File: src/rtl/sync_trig_pkg.sv
package sync_trig_pkg;

    // RUN: data flows; ARMED: waiting for a sync edge; FIRE: one-cycle generator reset
    typedef enum logic [1:0] {
        ST_RUN   = 2'd0,
        ST_ARMED = 2'd1,
        ST_FIRE  = 2'd2
    } trig_state_e;

endpackage

File: src/rtl/sync_rise_det.sv
module sync_rise_det #(
    parameter bit USE_EXT = 1'b1
) (
    input  logic clk,
    input  logic rst_n,
    input  logic sync_in,
    output logic rise_o
);

    generate
        if (USE_EXT) begin : g_ext
            logic sync_q;

            always_ff @(posedge clk) begin
                if (!rst_n) sync_q <= 1'b0;
                else        sync_q <= sync_in;
            end

            assign rise_o = sync_in & ~sync_q;
        end else begin : g_no_ext
            assign rise_o = 1'b0;
        end
    endgenerate

endmodule

File: src/rtl/sync_arm_reg.sv
module sync_arm_reg (
    input  logic clk,
    input  logic rst_n,
    input  logic wr_en,
    input  logic wr_bit,
    output logic arm_req_o,
    output logic arm_rd_o
);

    logic arm_q;

    assign arm_req_o = wr_en & wr_bit;

    // self-clearing: holds the written 1 for a single cycle
    always_ff @(posedge clk) begin
        if (!rst_n) arm_q <= 1'b0;
        else        arm_q <= arm_req_o;
    end

    assign arm_rd_o = arm_q;

endmodule

File: src/rtl/sync_trig_fsm.sv
module sync_trig_fsm
    import sync_trig_pkg::*;
#(
    parameter bit USE_EXT = 1'b1
) (
    input  logic clk,
    input  logic rst_n,
    input  logic arm_req,
    input  logic rise,
    output logic armed_o,
    output logic fire_o
);

    trig_state_e state_q;
    trig_state_e state_d;

    always_ff @(posedge clk) begin
        if (!rst_n) state_q <= ST_RUN;
        else        state_q <= state_d;
    end

    always_comb begin
        state_d = state_q;
        unique case (state_q)
            ST_RUN, ST_FIRE: begin
                if (arm_req) state_d = USE_EXT ? ST_ARMED : ST_FIRE;
                else         state_d = ST_RUN;
            end
            ST_ARMED: begin
                if (rise) state_d = ST_FIRE;
                else      state_d = ST_ARMED;
            end
            default: state_d = ST_RUN;
        endcase
    end

    always_comb begin
        armed_o = 1'b0;
        fire_o  = 1'b0;
        unique case (state_q)
            ST_RUN:   ;
            ST_ARMED: armed_o = 1'b1;
            ST_FIRE:  fire_o  = 1'b1;
            default:  ;
        endcase
    end

endmodule

File: src/rtl/sync_start_gate.sv
module sync_start_gate #(
    parameter int NUM_CH   = 4,
    parameter bit EXT_SYNC = 1'b1
) (
    input  logic              clk,
    input  logic              rst_n,
    input  logic              arm_wr_en,
    input  logic              arm_wr_bit,
    input  logic              sync_in,
    output logic              arm_bit_rd,
    output logic              armed_status,
    output logic              gen_reset,
    output logic [NUM_CH-1:0] dac_valid
);

    logic arm_req;
    logic rise;
    logic armed;
    logic fire;

    sync_arm_reg u_arm (
        .clk       (clk),
        .rst_n     (rst_n),
        .wr_en     (arm_wr_en),
        .wr_bit    (arm_wr_bit),
        .arm_req_o (arm_req),
        .arm_rd_o  (arm_bit_rd)
    );

    sync_rise_det #(.USE_EXT(EXT_SYNC)) u_rise (
        .clk     (clk),
        .rst_n   (rst_n),
        .sync_in (sync_in),
        .rise_o  (rise)
    );

    sync_trig_fsm #(.USE_EXT(EXT_SYNC)) u_fsm (
        .clk     (clk),
        .rst_n   (rst_n),
        .arm_req (arm_req),
        .rise    (rise),
        .armed_o (armed),
        .fire_o  (fire)
    );

    assign armed_status = armed;
    assign gen_reset    = fire;

    generate
        for (genvar ch = 0; ch < NUM_CH; ch++) begin : g_valid
            assign dac_valid[ch] = ~armed;
        end
    endgenerate

endmodule

File: config.mk
export PLATFORM = sky130hd
export DESIGN_NAME = sync_start_gate
export DESIGN_NICKNAME = d
export VERILOG_FILES = /design/src/rtl/sync_trig_pkg.sv /design/src/rtl/sync_rise_det.sv /design/src/rtl/sync_arm_reg.sv /design/src/rtl/sync_trig_fsm.sv /design/src/rtl/sync_start_gate.sv
export SDC_FILE = /design/constraint.sdc
export NUM_CORES = 1
export LEC_CHECK = 0
export ABC_AREA = 1
export BUFFER_PORTS_ARGS = -buffer_cell sky130_fd_sc_hd__buf_2
export CAP_MARGIN = 20
export CORE_AREA = 2 2 39 41
export CTS_BUF_LIST = sky130_fd_sc_hd__clkbuf_8
export CTS_CLUSTER_DIAMETER = 30
export DETAILED_ROUTE_END_ITERATION = 16
export DIE_AREA = 0 0 41 43
export PLACE_DENSITY = 0.33
export SYNTH_ARGS = -nofsm -noshare
export SYNTH_HDL_FRONTEND = slang
export SYNTH_SLANG_ARGS = --single-unit
File: constraint.sdc
create_clock -name clk -period 2 [get_ports clk]
set_clock_uncertainty 0.2 [all_clocks]
set_input_delay 0.4 -clock clk [delete_from_list [all_inputs] [get_ports clk]]
set_output_delay 0.4 -clock clk [all_outputs]
set_load 0.1 [all_outputs]
; Word-level counts from Yosys, hierarchy flattened
; Cells that the tools add are included.
[classes]
muxes = 5
reduce_logical = 2
bitwise = 4
eq_ne = 2
[ops]
columns = op, n
row1 = case mux 2 bit (2 select lines), 1
row2 = 2-to-1 mux 1 bit, 3
row3 = bitwise AND 1 bit, 2
row4 = "== test 2 x 1 -> 1 bit, second input constant", 1
row5 = "== test 2 bit, second input constant", 1
row6 = logical NOT 2 bit, 1
row7 = 2-to-1 mux 2 bit, 1
row8 = NOT 1 bit, 2
row9 = OR reduction 2 bit, 1
[totals]
input_bits = 5
regBits = 4
out_inout_bits = 7
wordCells = 16

; Logic depth before layout (Yosys ltp)
[depth]
ltp_word = 4
ltp_mapped = 4

; By module
; A second synthesis with hierarchy kept.
[unflattened]
cells_unflattened = 27
hier_area_um2 = 195.2
[modules_own_cells]
columns = mod, cells_per_inst, area_per_inst_um2, seq_area_each_um2, instances
row1 = sync_trig_fsm, 13, 93.8, 40.0, 1
row2 = sync_arm_reg, 5, 37.5, 20.0, 1
row3 = sync_rise_det, 5, 37.5, 20.0, 1
row4 = sync_start_gate, 4, 26.3, 0.0, 1

; Least setup slack after synthesis
; No wires, ideal clock.
[synth_timing]
path_kind = reg-to-output
start = register u_fsm.state_q[1]
end = output gen_reset
t_arrival_ns = 1.655
setup_slack_ns = -0.255
stages_incl_launch_ff = 3
cell_sequence = dfxtp_1 inv_1 nor2_1
[synth_between]
elab_chain_len = 2
[synth_lines]
columns = item, line_no
row1 = from (decl), sync_trig_fsm.sv:14  ; trig_state_e state_q;
row2 = from (signal assigned), sync_trig_fsm.sv:19  ; else state_q <= state_d;
row3 = == test 2 bit, sync_trig_fsm.sv:40  ; unique case (state_q)
row4 = 2-to-1 mux 1 bit, sync_trig_fsm.sv:40
row5 = to (decl), sync_start_gate.sv:12  ; output logic gen_reset,
; Every way passes these cells.

; Final worst setup path
[layout_timing]
start = register u_fsm.state_q[0]
end = output armed_status
[layout_between]
elab_chain_len = 2
[layout_lines]
columns = item, line_no
row1 = == test 2 x 1 -> 1 bit, sync_trig_fsm.sv:40
row2 = 2-to-1 mux 1 bit, sync_trig_fsm.sv:40
row3 = to (decl), sync_start_gate.sv:11  ; output logic armed_status,
; Every way passes these cells.

==> run_results.csv <==
group,metric,value,unit
timing,fmax,548,MHz
cells_and_area,layout_commonest_cell,"buf_2",
floorplanning,start_util,12.7,%
timing,period_share,91.2,%
routing,topRoutingLayerUsed,"met3",
synth,synth_nets,27,
critical_path,cp_data_arrival_time,1.22,ns
routing,vias,160,
grt,grt_pass1_wl,627,µm
grt,grt_usage,5.71,%
clock_tree,clk_pin_slew,0.03,ns
routing,m1WireLength,142,µm
timing,hold_slack,0.211,ns
timing,slew-limit-headroom,67.8,%
min_path,hold_class,"in -> reg",
clock_tree,cts_setup_buffers,0,
cells_and_area,nets,40,
job,drv_cap,0,
critical_path,crit_path_start_kind,"register",
synth,seq_area_frac_synth,45.7,%
timing,hold_viol,0,
placed_design,place_inst,46,
synth,avgSynthCellArea,7.96,µm²
routing,wirelength,367,µm
clock_tree,holdBufCountCts,0,
timing,period_needed,1.82,ns
grt,grt_overflow,0,
timing,maxSlewViolCount,0,
floorplanning,ioPinCount,12,
routing,first_iter_violations,4,
timing,setup-violations-final,0,
synth,netlist_area,175,µm²
routing,dr.pass1.iters,3,
synth,yosysWarnings,0,
floorplanning,dieArea,1760,µm²
timing,setup_ws,0.176,ns
outcome,status,"complete, no violations",
synth,synthTopCellsByArea,"dfxtp_1 46%, buf_4 13%, nand2_1 8.6%, inv_1 6.4%, nor2_4 6.4%",
pwr,p_per_area,1230,nW/µm²
critical_path,worst_ep_required_time,1.40,ns
clock_tree,cts-root-buf,"clkbuf_8",
placed_design,dp_slack,0.396,ns
synth,yosys.area.top_type_share,45.7,%
cells_and_area,fillers,167,
routing,ant_nets,0,
cells_and_area,area_growth,57.9,%
cells_and_area,diodes,0,
floorplanning,core,1380,µm²
cells_and_area,layout_common_cells,"11 x buf_2, 4 x nand2_1, 4 x dfxtp_1, 3 x inv_1, 3 x clkbuf_8",
routing,viasPerCell,3.27,
grt,antenna_found_initial,0,
synth,syn_inst,22,
timing,tightest_slew,0.486,ns
floorplanning,die_y,43,µm
clock_tree,htreeDepth,1,
routing,routedWlPerCell,7.49,µm
clock_tree,ctsLongestPathBuffers,2,
pwr,p_leak,0.143,nW
clock_tree,cts_tree,"yes",
placed_design,io_buffers,11,
routing,drc,0,
cells_and_area,layout.cells.non_filler,49,
critical_path,end_kind,"primary output",
pwr,peakVddDrop,0.383,mV
clock_tree,cts_sinks,4,
timing,rsz0062_at_grt,"no",
grt,first_global_vias,145,
synth,ys_types,11,
critical_path,path_class,"reg -> out",
routing,wl_met2,173,µm
grt,grt_max_degree,6,
critical_path,critPathMaxFanout,3,
clock_tree,numCtsBuffers,3,
clock_tree,clk_latency,0.21,ns
floorplanning,rows,14,
synth,synth-seq-cells,4,
placed_design,place_congestion,0.619,
routing,dr_wl_met3,50,µm
cells_and_area,drive_above_1_share,54.5,%
synth,yosys.area.top_type,"dfxtp_1",
floorplanning,die_x,41,µm
clock_tree,ctsResizeCount,0,
==> path summary, 6_finish.rpt <==
check / start / endpoint / slack [ns] / cells after the start
worst max-delay path: u_fsm.state_q[0] / armed_status / 0.18 / 3
worst min-delay path: sync_in / u_rise.g_ext.sync_q / 0.21 / 3
worst max register to register: u_fsm.state_q[0] / u_fsm.state_q[0] / 1.05 / 4
worst min register to register: u_rise.g_ext.sync_q / u_fsm.state_q[1] / 0.28 / 3
==> worst max-delay path: stages, from the launching register on <==
cell and delay (ns):
dfxtp_1 0.33, inv_2 0.06, nor2_4 0.16, buf_2 0.46
==> final cells by class <==
type	instances	area (µm²)	share of cell area [%]
Clock buffer	3	41.3	14.9
Sequential cell	4	80.1	29.0
Tap cell	16	20.0	7.24
Multi-Input combinational cell	10	53.8	19.5
Timing Repair Buffer	11	55.1	19.9
Inverter	5	26.3	9.50
==> where the power goes <==
part	switching, mW	internal (mW)
clock	0.0400	0.128
combinational	0.0728	0.0126
sequential	0.00165	0.0841
==> sequential cells by signal, summed over array words and instances, names as in the netlist <==
| register | flops |
|---|---|
| u_fsm.state_q | 2 |
| u_rise.g_ext.sync_q | 1 |
| u_arm.arm_rd_o | 1 |
==> synthesized netlist by cell type <==
cell type and instances:
dfxtp_1 4, nand2_1 4, buf_4 3, inv_1 3, inv_2 2, and3_1 1, nand3_1 1, nand4_1 1
nor2_1 1, nor2_2 1, nor2_4 1
==> through the flow <==
stage | utilization (%) | area [µm²] | power (mW) | setup TNS (ns)
2_1_floorplan | - | 190 | 0.167 | -0.266
6_report | 20.0 | 277 | 0.339 | 0
4_1_cts | 20.0 | 277 | 0.346 | 0
3_3_place_gp | 17.0 | 235 | 0.172 | 0
3_5_place_dp | 17.0 | 235 | 0.173 | 0
5_1_grt | 20.0 | 277 | 0.357 | 0
==> routing by layer <==
layer  track usage, %  up-vias
li1                 -       85
met1             6.39       67
met2             6.88        8
met3             6.28        0
met4             2.00        0
met5                0        -
==> cell families (layout without fill, tap and decap cells) <==
| family | Yosys count | count (layout) | synth area share, % |
|---|---|---|---|
| AND/OR/NAND/NOR | 10 | 10 | 30.7 |
| buffers and inverters | 8 | 19 | 23.6 |
| flip-flops | 4 | 4 | 45.7 |
No activity file was read; power rests on OpenSTA's default activity.
